`src/rtl/gpio_wlock_pkg.sv`:
```
package gpio_wlock_pkg;
  localparam int unsigned KEY_W       = 32;
  localparam logic [KEY_W-1:0] KEY_FIRST  = 32'hC0DE_1248;
  localparam logic [KEY_W-1:0] KEY_SECOND = 32'hC0DE_FA73;
  localparam int unsigned LOCK_LO_OFS = 'h00;
  localparam int unsigned LOCK_HI_OFS = 'h7C;
  localparam int unsigned LOCK_LO_SLOT = LOCK_LO_OFS / 4;
  localparam int unsigned LOCK_HI_SLOT = LOCK_HI_OFS / 4;
endpackage

```
`src/rtl/gpio_wlock_decode.sv`:
```
module gpio_wlock_decode #(
  parameter int unsigned ADDR_W = 7,
  localparam int unsigned NSLOT = 1 << (ADDR_W - 2)
) (
  input  logic              wr_valid_i,
  input  logic [ADDR_W-1:0] wr_addr_i,
  output logic [NSLOT-1:0]  sel_o,
  output logic              hit_lo_o,
  output logic              hit_hi_o
);
  import gpio_wlock_pkg::*;

  logic [ADDR_W-3:0] slot;
  assign slot = wr_addr_i[ADDR_W-1:2];

  for (genvar k = 0; k < NSLOT; k++) begin : g_sel
    assign sel_o[k] = wr_valid_i && (slot == (ADDR_W-2)'(k));
  end

  assign hit_lo_o = sel_o[LOCK_LO_SLOT];
  assign hit_hi_o = sel_o[LOCK_HI_SLOT];
endmodule

```
`src/rtl/gpio_wlock_seq.sv`:
```
module gpio_wlock_seq #(
  parameter int unsigned DATA_W = 32
) (
  input  logic              clk_i,
  input  logic              rst_ni,
  input  logic              wr_valid_i,
  input  logic              hit_lo_i,
  input  logic              hit_hi_i,
  input  logic [DATA_W-1:0] wr_data_i,
  output logic              locked_o
);
  import gpio_wlock_pkg::*;

  logic locked_q, key_q;
  logic is_first, is_second, do_unlock;

  assign is_first  = (wr_data_i == DATA_W'(KEY_FIRST));
  assign is_second = (wr_data_i == DATA_W'(KEY_SECOND));
  assign do_unlock = hit_lo_i && key_q && is_second;

  always_ff @(posedge clk_i or negedge rst_ni) begin
    if (!rst_ni) begin
      locked_q <= 1'b0;
      key_q    <= 1'b0;
    end else if (wr_valid_i) begin
      // every write either arms the key (first key to hi slot) or disarms it
      key_q <= hit_hi_i && is_first;
      if (do_unlock)                locked_q <= 1'b0;
      else if (hit_lo_i || hit_hi_i) locked_q <= 1'b1;
    end
  end

  assign locked_o = locked_q;

  p_lock_hi_r3: assert property (@(posedge clk_i) disable iff (!rst_ni)
    hit_hi_i |=> locked_q);
  p_lock_lo_r3: assert property (@(posedge clk_i) disable iff (!rst_ni)
    (hit_lo_i && !(key_q && is_second)) |=> locked_q);
  p_unlock_r4: assert property (@(posedge clk_i) disable iff (!rst_ni)
    (hit_lo_i && key_q && is_second) |=> !locked_q);
  p_fall_needs_key_r7: assert property (@(posedge clk_i) disable iff (!rst_ni)
    $fell(locked_q) |-> $past(key_q && hit_lo_i));
  p_key_drop_r7: assert property (@(posedge clk_i) disable iff (!rst_ni)
    (wr_valid_i && !hit_hi_i) |=> !key_q);
  p_idle_hold_r9: assert property (@(posedge clk_i) disable iff (!rst_ni)
    !wr_valid_i |=> ($stable(locked_q) && $stable(key_q)));
endmodule

```
`src/rtl/gpio_wlock_gate.sv`:
```
module gpio_wlock_gate #(
  parameter int unsigned NSLOT = 32
) (
  input  logic             clk_i,
  input  logic             rst_ni,
  input  logic [NSLOT-1:0] sel_i,
  input  logic             locked_i,
  output logic [NSLOT-1:0] permit_o
);
  import gpio_wlock_pkg::*;

  for (genvar k = 0; k < NSLOT; k++) begin : g_gate
    if (k == LOCK_LO_SLOT || k == LOCK_HI_SLOT) begin : g_lock_slot
      assign permit_o[k] = 1'b0;
    end else begin : g_data_slot
      assign permit_o[k] = sel_i[k] && !locked_i;
    end
  end

  p_no_permit_locked_r5: assert property (@(posedge clk_i) disable iff (!rst_ni)
    locked_i |-> (permit_o == '0));
  p_single_permit_r6: assert property (@(posedge clk_i) disable iff (!rst_ni)
    $onehot0(permit_o));
  p_permit_has_sel_r9: assert property (@(posedge clk_i) disable iff (!rst_ni)
    (sel_i == '0) |-> (permit_o == '0));
  p_lock_slot_closed_r8: assert property (@(posedge clk_i) disable iff (!rst_ni)
    !permit_o[LOCK_LO_SLOT] && !permit_o[LOCK_HI_SLOT]);
endmodule

```
`src/rtl/gpio_wlock_unit.sv`:
```
module gpio_wlock_unit #(
  parameter int unsigned ADDR_W = 7,
  parameter int unsigned DATA_W = 32,
  localparam int unsigned NSLOT = 1 << (ADDR_W - 2)
) (
  input  logic              clk_i,
  input  logic              rst_ni,
  input  logic              wr_valid_i,
  input  logic [ADDR_W-1:0] wr_addr_i,
  input  logic [DATA_W-1:0] wr_data_i,
  output logic [NSLOT-1:0]  wr_permit_o,
  output logic [DATA_W-1:0] lock_rdata_o,
  output logic              locked_o
);
  logic [NSLOT-1:0] sel;
  logic hit_lo, hit_hi, locked;

  gpio_wlock_decode #(.ADDR_W(ADDR_W)) u_dec (
    .wr_valid_i (wr_valid_i),
    .wr_addr_i  (wr_addr_i),
    .sel_o      (sel),
    .hit_lo_o   (hit_lo),
    .hit_hi_o   (hit_hi)
  );

  gpio_wlock_seq #(.DATA_W(DATA_W)) u_seq (
    .clk_i      (clk_i),
    .rst_ni     (rst_ni),
    .wr_valid_i (wr_valid_i),
    .hit_lo_i   (hit_lo),
    .hit_hi_i   (hit_hi),
    .wr_data_i  (wr_data_i),
    .locked_o   (locked)
  );

  gpio_wlock_gate #(.NSLOT(NSLOT)) u_gate (
    .clk_i    (clk_i),
    .rst_ni   (rst_ni),
    .sel_i    (sel),
    .locked_i (locked),
    .permit_o (wr_permit_o)
  );

  assign locked_o     = locked;
  assign lock_rdata_o = {{(DATA_W-1){1'b0}}, locked};

  p_rdata_upper_zero_r2: assert property (@(posedge clk_i) disable iff (!rst_ni)
    lock_rdata_o[DATA_W-1:1] == '0);
  p_rdata_tracks_r2: assert property (@(posedge clk_i) disable iff (!rst_ni)
    lock_rdata_o[0] == locked_o);
endmodule

```
`config.mk`:
```
export PLATFORM = sky130hd
export DESIGN_NAME = gpio_wlock_unit
export DESIGN_NICKNAME = d
export VERILOG_FILES = /design/src/rtl/gpio_wlock_pkg.sv /design/src/rtl/gpio_wlock_decode.sv /design/src/rtl/gpio_wlock_seq.sv /design/src/rtl/gpio_wlock_gate.sv /design/src/rtl/gpio_wlock_unit.sv
export SDC_FILE = /design/constraint.sdc
export NUM_CORES = 1
export LEC_CHECK = 0
export ABC_AREA = 1
export BUFFER_PORTS_ARGS = -buffer_cell sky130_fd_sc_hd__buf_2
export CORE_AREA = 2 2 53 55
export CTS_CLUSTER_DIAMETER = 60
export DETAILED_ROUTE_END_ITERATION = 6
export DIE_AREA = 0 0 55 57
export PLACE_DENSITY_LB_ADDON = 0.3
export SYNTH_ARGS = -nofsm -noshare
export SYNTH_HDL_FRONTEND = slang
export SYNTH_SLANG_ARGS = --single-unit
```
`constraint.sdc`:
```
create_clock -name clk_i -period 1.55 [get_ports clk_i]
set_clock_uncertainty 0.1 [all_clocks]
set_input_delay 0.155 -clock clk_i [delete_from_list [all_inputs] [get_ports clk_i]]
set_output_delay 0.155 -clock clk_i [all_outputs]
set_load 0.05 [all_outputs]
```
# --- After elaboration in Yosys (flattened, before gate mapping) ---
# Cells that the tools add are included.
classes:
  reduce_logical: 70
  mux: 2
  n_eq_ne: 33
ops:
  columns: ["op", "n"]
  rows:
  - ["5-bit equality test, second input constant", 16]
  - ["1-bit logical AND", 65]
  - ["32-bit equality test, second input constant", 2]
  - ["5-bit by 4-bit equality test with 1-bit output, second input constant", 8]
  - ["5-bit by 3-bit equality test with 1-bit output, second input constant", 4]
  - ["5-bit by 2-bit equality test with 1-bit output, second input constant", 2]
  - ["5-bit by 1-bit equality test with 1-bit output, second input constant", 1]
  - ["5-bit logical NOT", 1]
  - ["1-bit two-way mux", 2]
  - ["2-bit AND reduction", 1]
  - ["2-bit nonzero test", 1]
  - ["1-bit logical NOT", 1]
  - ["1-bit logical OR", 1]
totals:
  output_inout_bits: 65
  regBits: 2
  wordCells: 107
  input_bits: 42

# --- Depth between registers and ports, before layout ---
# Gate-level depths: netlist of the first run.
depth:
  word_depth: 6
  mapped_depth: 8
  mapped_depth_nobuf: 8

# --- Cells and area by module ---
# From an unflattened synthesis of the first run, not the netlist that was laid out.
unflattened:
  cells_unflattened: 240
  hier_area_um2: 1143.6
by_module_without_submodules:
  columns: ["module", "area_each_um2", "instances", "cells_per_inst"]
  rows:
  - ["gpio_wlock_seq", 340.3, 1, 72]
  - ["gpio_wlock_decode", 281.5, 1, 69]
  - ["gpio_wlock_gate", 277.8, 1, 66]
  - ["gpio_wlock_unit", 244.0, 1, 33]

# --- Worst setup path after synthesis of the first run ---
# Ideal clock, no wire load.
synth_path:
  path_kind: "register -> output"
  from: "reg u_seq.locked_q, in the netlist u_seq.locked_o"
  to: "out wr_permit_o[17]"
  path_slack_ps: -397
  n_path_buf: 1
  stages_incl_launch_ff: 5
  arrival_time_ps: 1692
  path_cell_list: "dfrtp_1 > inv_1 > nand2_1 > buf_2 > nor2_1"
synth_via:
  elab_chain_len: 2
synth_rtl:
  columns: ["item", "line_no", "source"]
  rows:
  - ["start: declaration", "gpio_wlock_seq.sv:14", "logic locked_q, key_q;"]
  - ["start signal: assignment", "gpio_wlock_seq.sv:23", "locked_q <= 1'b0;"]
  - ["start signal: assignment", "gpio_wlock_seq.sv:28", "if (do_unlock) locked_q <= 1'b0;"]
  - ["start signal: assignment", "gpio_wlock_seq.sv:29", "else if (hit_lo_i || hit_hi_i) locked_q <= 1'b1;"]
  - ["1-bit logical NOT", "gpio_wlock_gate.sv:16", "assign permit_o[k] = sel_i[k] && !locked_i;"]
  - ["1-bit logical AND", "gpio_wlock_gate.sv:16", null]
  - ["end: declaration", "gpio_wlock_unit.sv:11", "output logic [NSLOT-1:0] wr_permit_o,"]
# Every way passes these cells.

# --- Worst setup path in the final report of the first run ---
layout_path:
  from: "reg u_seq.locked_q, in the netlist u_seq.locked_o"
  to: "out wr_permit_o[14]"
# Same word-level chain as after synthesis.

==> out/results.tsv, run 1 <==
stage	metric	value	unit
drt	dr.pass1.iters	4	
sta	finalSetupViolCount	0	
global_route	gr-total-overflow	0	
sta	fmax	655	MHz
floorplan	die_h	57	um
yosys	yosysMostFrequentCell	nor2_1	
yosys	avgSynthCellArea	4.95	um^2
yosys	synth_top_cell_area_share	29.7	%
power	pwr-share-seq	9.9	%
sta	hold_violations	0	
critical_path	rr_endpoint	u_seq.locked_o	
global_route	grt_pass1_vias	892	
critical_path	crit_end	wr_permit_o[14]	
cells_and_area	drive_gt1_share	45.0	%
clocking	clk_path_buf_depth	2	
critical_path	reg2reg_slack	0.56	ns
power	p_per_area	452	nW/um^2
clocking	clock_latency	0.22	ns
clocking	cts_buffers	3	
power	swShare	60.7	%
critical_path	r2r-start	u_seq.key_q	
drt	dr_total_vias	1096	
drt	ant_nets	0	
critical_path	worstPathRequired	1.29	ns
drt	drcViolationCount	0	
yosys	synth_top_cell_by_area	buf_4	
clocking	clk_pin_slew	0.04	ns
yosys	synth_area	861	um^2
yosys	ys.flop_type	dfrtp_1	
critical_path	path_class	flip-flop to primary output	
yosys	synth_common_cells	58 x nor2_1, 40 x nand2_1, 34 x buf_4	
placement	dp_hpwl	1.88	mm
yosys	syn_inst	174	
critical_path	endpoint_kind	primary output	
sta	fin_tns_setup	0	ns
placement	dp.cells	273	
floorplan	start_util	32.9	%
cells_and_area	stdcell_count	280	
critical_path	cp_data_arrival_time	1.27	ns
clocking	cts_sinks	2	
cells_and_area	final_area	1450	um^2
sta	fin_crit_sh	98.5	%
power	clockPowerShare	20.6	%
cells_and_area	final_nets	292	
yosys	synth_edf_count	0	
worst_hold_path	holdCritPathClass	primary input to flip-flop	
global_route	track_usage	14.1	%
floorplan	fp.coreArea	2620	um^2
cells_and_area	syn_to_final_growth	68.6	%
drt	routed_via_density	3.91	
drt	totalWireLength	2.31	mm
critical_path	cp_max_fo	15	
critical_path	ff2ff_path_depth	7	
yosys	synth.yosys.seq_area_share	5.81	%
cells_and_area	n_antenna_cell	0	
floorplan	io_pins	107	
power	pwr-share-comb	69.5	%
yosys	async_flop_share	100	%
clocking	htree_num_levels	1	
clocking	cts_tree	yes	
floorplan	dieWidth	55	um
power	power_leakage	0.807	nW
power	peakVddDrop	0.000349	V
yosys	synth_seq_cells	2	
sta	period_needed	1.53	ns
placement	place.port_buffers	71	
global_route	grt_max_degree	16	
critical_path	start_kind	flip-flop	
global_route	grt_pass1_wl	3.39	mm
drt	wire_per_inst	8.24	um
floorplan	rows	19	
floorplan	die-area	3140	um^2
power	p_int	0.000258	W
yosys	ys_warn_count	0	
critical_path	startpoint	u_seq.locked_o	
placement	gp_congestion	0.666	
clocking	cts-root-buf	clkbuf_4	
drt	drt_iter0_markers	17	
sta	slew_violations	0	
outcome	status	complete, no violations	
job	cap_violations	0	
placement	placedInstanceArea	1240	um^2
sta	rsz0062_at_grt	false	
global_route	antenna_found_initial	0	
yosys	synth.area.top_cells	buf_4 30%, nor2_1 25%, nand2_1 17%	
yosys	post_synth_num_cell_types	13	
power	p_sw	0.000398	W
-- how the worst min path moves through the flow --
stage	endpoint	depth (start not counted)	from
floorplan	u_seq.key_q	0	rst_ni
global placement	u_seq.key_q	1	rst_ni
detailed placement	u_seq.key_q	1	rst_ni
CTS	u_seq.key_q	4	wr_valid_i
global route	u_seq.key_q	4	wr_valid_i
finish	u_seq.key_q	4	wr_valid_i
-- layout make-up --
cell class / count / area (um^2)
clock buffers: 4 / 26.3
fillers: 269 / 1160
inverters: 24 / 92.6
multi-input cells: 144 / 711
flip-flops and latches: 2 / 51.3
well taps: 31 / 38.8
repair buffers: 75 / 532
-- worst max-delay path, cell delays in order (launching register included) --
cell and delay, ns:
dfrtp_2 0.41, inv_4 0.08, nand2_4 0.14, nor2_1 0.13, buf_2 0.27
-- timing repair --
item,4_1_cts,5_1_grt
setup endpoints to repair,30,17
endpoints found under the hold margin,2,0
gates resized for setup,33,18
hold buffers,1,0
cloned,1,0
setup buffers,1,0
-- power groups by stage --
stage / Combinational [W] / Sequential, W / Clock, W
after global routing: 0.000485 / 0.0000655 / 0.000139
after detailed placement: 0.000416 / 0.0000665 / 0
after floorplan: 0.000380 / 0.0000846 / 0
final: 0.000456 / 0.0000649 / 0.000135
after global placement: 0.000413 / 0.0000664 / 0
after CTS: 0.000453 / 0.0000628 / 0.000136
-- kinds of logic after synthesis --
family | count (synthesis) | synth area share [%]
buffers and inverters | 60 | 41.3
DFF | 2 | 5.81
other | 1 | 0.436
and+or+nand+nor | 111 | 52.5
-- state kept, by name, indices dropped and copies added (netlist names) --
| name | cells |
|---|---|
| u_seq.locked_o | 1 |
| u_seq.key_q | 1 |
-- routing by layer --
metal | share of wire [%] | global-route usage (%) | wire length, um | vias to the layer above
met3 | 9.8 | 2.36 | 227 | 0
met1 | 35 | 15.0 | 815 | 441
met2 | 55 | 26.9 | 1270 | 59
met4 | 0 | 4.18 | 0 | 0
li1 | - | - | - | 596
met5 | 0 | 0 | 0 | -
-- through the flow --
step | hold WS, ns | total power (W) | util [%] | setup slack (ns)
CTS | 0.123 | 0.000652 | 54.1 | 0.00184
finish | 0.126 | 0.000656 | 55.5 | 0.0239
global route | 0.145 | 0.000689 | 55.5 | 0.000464
global placement | -0.156 | 0.000480 | 47.6 | 0.126
floorplan | -0.241 | 0.000465 | - | -0.0846
detailed placement | -0.155 | 0.000482 | 47.6 | 0.108
-- cell usage in the layout, fill, tap and decap left out, types with 2 or more instances in the layout --
master and count:
buf_2 46, clkbuf_4 8, conb_1 33, nand4_1 3
nand3_1 4, buf_4 8, nor2_4 12, nand3_2 2
nand2_4 2, nor2_2 16, buf_6 13, nand2_1 39
inv_1 22, nor2_1 33
(Power assumes the default switching activity.)
==> run 2: changes to the inputs <==
--- a/config.mk
+++ b/config.mk
@@ -7,10 +7,12 @@
 export LEC_CHECK = 0
 export ABC_AREA = 1
 export BUFFER_PORTS_ARGS = -buffer_cell sky130_fd_sc_hd__buf_2
-export CORE_AREA = 2 2 53 55
+export CELL_PAD_IN_SITES_DETAIL_PLACEMENT = 1
+export CELL_PAD_IN_SITES_GLOBAL_PLACEMENT = 1
+export CORE_AREA = 2 2 71 73
 export CTS_CLUSTER_DIAMETER = 60
 export DETAILED_ROUTE_END_ITERATION = 6
-export DIE_AREA = 0 0 55 57
+export DIE_AREA = 0 0 73 75
 export PLACE_DENSITY_LB_ADDON = 0.3
 export SYNTH_ARGS = -nofsm -noshare
 export SYNTH_HDL_FRONTEND = slang
==> out/results.tsv, run 2 (synthesis results as in run 1) <==
stage	metric	value	unit	change
outcome	status	complete, no violations		
cells_and_area	final_nets	292		unchanged
critical_path	cp_max_fo	8		-7
drt	wire_per_inst	9.17	um	+11%
drt	dr.pass1.iters	2		-2
sta	period_needed	1.51	ns	-0.0114 ns
floorplan	io_pins	107		unchanged
floorplan	start_util	18.5	%	-14 points
placement	dp_slack	0.0860	ns	-0.0218 ns
power	power_leakage	0.808	nW	about the same
drt	ant_nets	0		unchanged
critical_path	path_class	flip-flop to primary output		
clocking	cts_sinks	2		unchanged
critical_path	start_kind	flip-flop		
worst_hold_path	holdCritPathClass	primary input to flip-flop		
clocking	cts_buffers	3		unchanged
drt	dr_total_vias	1126		+2.7%
critical_path	reg2reg_slack	0.53	ns	-0.03 ns
sta	hold_ws	0.129	ns	+0.00252 ns
cells_and_area	final_common_cell	buf_2		
global_route	antenna_found_initial	0		unchanged
cells_and_area	multi_input_area	698	um^2	-1.8%
critical_path	worstPathRequired	1.29	ns	about the same
cells_and_area	regArea	51.3	um^2	unchanged
placement	dp_hpwl	2.44	mm	+30%
clocking	cts-root-buf	clkbuf_8		
cells_and_area	drive_gt1_share	45.4	%	+0.40 points
global_route	grt_pass1_vias	985		+10%
power	p_per_area	489	nW/um^2	+8.2%
floorplan	die-area	5480	um^2	+75%
cells_and_area	syn_to_final_growth	74.9	%	
placement	place.port_buffers	71		unchanged
clocking	clk_pin_slew	0.03	ns	about the same
floorplan	dieWidth	73	um	+33%
global_route	gr-total-overflow	0		unchanged
clocking	htree_num_levels	1		unchanged
clocking	cts_tree	yes		
sta	fin_crit_sh	97.7	%	-0.73 points
cells_and_area	final_cell_mix	41 x buf_2, 39 x nand2_1, 33 x conb_1		
drt	totalWireLength	2.78	mm	+20%
floorplan	fp.coreArea	4660	um^2	+78%
cells_and_area	fin_util	32.3	%	-23 points
sta	fmax	660	MHz	+0.75%
critical_path	endpoint_kind	primary output		
sta	hold_violations	0		unchanged
drt	drt_iter0_markers	18		+1
global_route	grt_max_degree	16		unchanged
cells_and_area	n_antenna_cell	0		unchanged
sta	setup_ws	0.0352	ns	+0.0114 ns
cells_and_area	final_area	1510	um^2	+3.7%
global_route	track_usage	9.64	%	-4.5 points
sta	finalSetupViolCount	0		unchanged
drt	routed_via_density	3.72		-5.1%
power	p_total	0.000736	W	+12%
job	cap_violations	0		unchanged
sta	rsz0062_at_grt	true		
sta	slew_violations	0		unchanged
placement	placedInstanceArea	1270	um^2	+2.3%
global_route	grt_pass1_wl	4.17	mm	+23%
cells_and_area	fillers	635		+140%
floorplan	rows	25		+6
clocking	clock_latency	0.21	ns	about the same
power	peakVddDrop	0.000157	V	-55%
placement	gp_congestion	0.731		+9.8%
clocking	clk_path_buf_depth	2		unchanged
drt	drcViolationCount	0		unchanged
critical_path	cp_data_arrival_time	1.26	ns	about the same
floorplan	die_h	75	um	+32%
run 2: changes by cell type in the layout (fill, tap and decap cells not counted), moves of 2 or more:
| cell | delta |
|---|---|
| buf_2 | -5 |
| buf_4 | +4 |
| buf_6 | +3 |
| clkbuf_4 | -5 |
| clkbuf_8 | +3 |
| nor2_2 | +3 |
| nor2_4 | -2 |
run 2: final timing paths:
kind                           startpoint               to  depth (start not counted)
max                        u_seq.locked_o  wr_permit_o[28]                          5
max in group asynchronous          rst_ni   u_seq.locked_o                          2
min reg2reg                   u_seq.key_q      u_seq.key_q                          2
min in group asynchronous          rst_ni   u_seq.locked_o                          2
min                            wr_valid_i      u_seq.key_q                          4
max reg2reg                   u_seq.key_q   u_seq.locked_o                          7
run 2: stage by stage:
stage          instances  TNS [ns]
2_1_floorplan        206     -1.19
3_3_place_gp         296         0
3_5_place_dp         296         0
4_1_cts              301         0
5_1_grt              303   -0.0609
6_report             303         0
run 2: repair_timing:
item / 4_1_cts / 5_1_grt
endpoints found under the setup margin: 30 / 30
setup buffers: 0 / 1
gates resized for setup: 23 / 39
cloned: 0 / 1
pin swaps: 0 / 0
endpoints found under the hold margin: 2 / 0
hold buffers: 1 / 0
run 2: area by class of cell:
class	instances	area share, %
multi-input combinational	144	46.4
timing repair buffer	75	36.7
inverter	24	5.99
tap	54	4.49
sequential	2	3.41
clock buffer	4	2.99
run 2: layer usage:
metal	global-route usage [%]	up-vias	wire length, um
met5	0	-	0
met4	3.09	0	21
met3	2.01	3	221
met2	18.6	58	1500
met1	10.4	471	1040
li1	-	594	-
run 2: critical path, stage by stage (launching register included):
cell     delay (ns)
dfrtp_2        0.40
inv_2          0.08
nand2_2        0.10
buf_12         0.16
nor2_2         0.12
buf_6          0.17
run 2: power breakdown:
part / internal, W / switching, W
Combinational: 0.0000994 / 0.000352
Sequential: 0.0000593 / 0.00000477
Clock: 0.000175 / 0.0000457
Total: 0.000333 / 0.000403
==> run 3: changes to the inputs <==
--- a/config.mk
+++ b/config.mk
@@ -6,13 +6,16 @@
 export NUM_CORES = 1
 export LEC_CHECK = 0
 export ABC_AREA = 1
+export ABC_CLOCK_PERIOD_IN_PS = 1550
 export BUFFER_PORTS_ARGS = -buffer_cell sky130_fd_sc_hd__buf_2
+export CAP_MARGIN = 20
 export CELL_PAD_IN_SITES_DETAIL_PLACEMENT = 1
 export CELL_PAD_IN_SITES_GLOBAL_PLACEMENT = 1
-export CORE_AREA = 2 2 71 73
+export CORE_AREA = 2 2 69 71
+export CTS_BUF_LIST = sky130_fd_sc_hd__clkbuf_8
 export CTS_CLUSTER_DIAMETER = 60
 export DETAILED_ROUTE_END_ITERATION = 6
-export DIE_AREA = 0 0 73 75
+export DIE_AREA = 0 0 71 73
 export PLACE_DENSITY_LB_ADDON = 0.3
 export SYNTH_ARGS = -nofsm -noshare
 export SYNTH_HDL_FRONTEND = slang
==> out/results.tsv, run 3 (synthesis results as in run 1) <==
stage	metric	value	unit	change
outcome	status	complete, no violations		
cells_and_area	final_cell_mix	41 x buf_2, 39 x nand2_1, 33 x conb_1		
critical_path	cp_data_arrival_time	1.24	ns	-0.02 ns
placement	dp_hpwl	2.40	mm	-1.9%
cells_and_area	final_area	1500	um^2	-0.58%
clocking	cts_tree	yes		
global_route	globalRouteMet2Util	21.6	%	+3.0 points
floorplan	dieWidth	71	um	-2.7%
critical_path	start_kind	flip-flop		
critical_path	worstPathRequired	1.29	ns	about the same
placement	dp_slack	0.0900	ns	+0.00396 ns
global_route	use_met1	11.7	%	+1.2 points
power	power_leakage	0.817	nW	+1.1%
sta	fin_crit_sh	96.4	%	-1.3 points
cells_and_area	n_antenna_cell	0		unchanged
sta	slew_violations	0		unchanged
critical_path	endpoint_kind	primary output		
critical_path	critPathMaxStageDelay	0.41	ns	about the same
sta	finalSetupViolCount	0		unchanged
clocking	htree_num_levels	1		unchanged
power	peakVddDrop	0.000139	V	-11%
clocking	clock_latency	0.22	ns	about the same
sta	setup_ws	0.0551	ns	+0.0199 ns
worst_hold_path	holdCritPathClass	primary input to flip-flop		
floorplan	fp.coreArea	4540	um^2	-2.7%
power	p_total	0.000741	W	+0.60%
global_route	antenna_found_initial	0		unchanged
clocking	cts_sinks	2		unchanged
drt	routed_via_density	3.65		-1.8%
critical_path	path_class	flip-flop to primary output		
cells_and_area	final_nets	292		unchanged
clocking	clk_path_buf_depth	2		unchanged
drt	drt_iter0_markers	18		unchanged
clocking	cts-root-buf	clkbuf_8		
drt	dr_total_vias	1106		-1.8%
power	p_per_area	495	nW/um^2	+1.2%
clocking	clk_pin_slew	0.03	ns	about the same
floorplan	io_pins	107		unchanged
job	cap_violations	0		unchanged
cells_and_area	syn_to_final_growth	73.8	%	
placement	place.port_buffers	71		unchanged
drt	ant_nets	0		unchanged
global_route	grt_pass1_vias	1041		+5.7%
drt	dr.pass1.iters	4		+2
floorplan	rows	25		unchanged
floorplan	die_h	73	um	-2.7%
global_route	grt_pass1_wl	4.61	mm	+10%
global_route	gr-total-overflow	0		unchanged
clocking	cts_buffers	3		unchanged
critical_path	slowest_stage	dfrtp_2		
critical_path	cp_max_fo	8		unchanged
floorplan	die-area	5180	um^2	-5.3%
placement	gp_congestion	0.726		-0.64%
cells_and_area	fin_util	33.0	%	+0.70 points
global_route	met3_usage	1.52	%	-0.49 points
global_route	track_usage	11.0	%	+1.3 points
floorplan	start_util	19.0	%	+0.51 points
global_route	top_usage_layer	met2		
drt	totalWireLength	2.80	mm	+0.61%
critical_path	cp_cell_sequence	inv_4 > nand2_4 > buf_12 > nor2_2 > buf_4		
global_route	grt_max_degree	16		unchanged
sta	period_needed	1.49	ns	-0.0199 ns
cells_and_area	drive_gt1_share	45.4	%	unchanged
placement	placedInstanceArea	1270	um^2	unchanged
drt	wire_per_inst	9.23	um	+0.61%
cells_and_area	final_common_cell	buf_2		
sta	hold_violations	0		unchanged
sta	fmax	669	MHz	+1.3%
drt	drcViolationCount	0		unchanged
## run 3: power by group
group          switching [W]  internal (W)
Combinational       0.000358      0.000103
Clock              0.0000472      0.000168
Sequential        0.00000569     0.0000593
Total               0.000411      0.000330
## run 3: stage by stage
stage	std cells	TNS [ns]	hold slack, ns
floorplan	206	-1.19	-0.241
global placement	296	0	-0.160
detailed placement	296	0	-0.156
CTS	303	0	0.143
global route	303	-0.00765	0.182
finish	303	0	0.152
## run 3: final timing paths
kind / cells after the start / slack (ns) / from / end
max: 5 / 0.06 / u_seq.locked_o / wr_permit_o[27]
min: 4 / 0.15 / wr_valid_i / u_seq.key_q
max reg2reg: 7 / 0.56 / u_seq.key_q / u_seq.locked_o
min reg2reg: 2 / 0.39 / u_seq.key_q / u_seq.key_q
max in group asynchronous: 2 / 1.08 / rst_ni / u_seq.locked_o
min in group asynchronous: 2 / 0.16 / rst_ni / u_seq.locked_o
## run 3: repair_timing
| item | 4_1_cts | 5_1_grt |
|---|---|---|
| resized for setup | 29 | 29 |
| cloned | 1 | 0 |
| hold buffers | 1 | 0 |
| endpoints found under the setup margin | 30 | 19 |
| buffers inserted | 1 | 0 |
| hold endpoints to repair | 2 | 0 |
## run 3: cell type report
cell class	count	area, um^2
clock buffers	3	41.3
clock inverters	1	3.75
fillers	626	3040
inverters	24	92.6
multi-input cells	144	703
flip-flops and latches	2	51.3
well taps	54	67.6
repair buffers	75	537
## run 3: layer usage
layer / up-vias / wire length [um]
li1: 596 / -
met3: 4 / 267
met2: 64 / 1470
met1: 442 / 1020
met5: - / 0
met4: 0 / 31
## run 3: worst max-delay path: cells and delay by family, from the launching register on
| kind | cells | cell delay, ns |
|---|---|---|
| buffers and inverters | 3 | 0.44 |
| and+or+nand+nor | 2 | 0.18 |
| DFF | 1 | 0.41 |
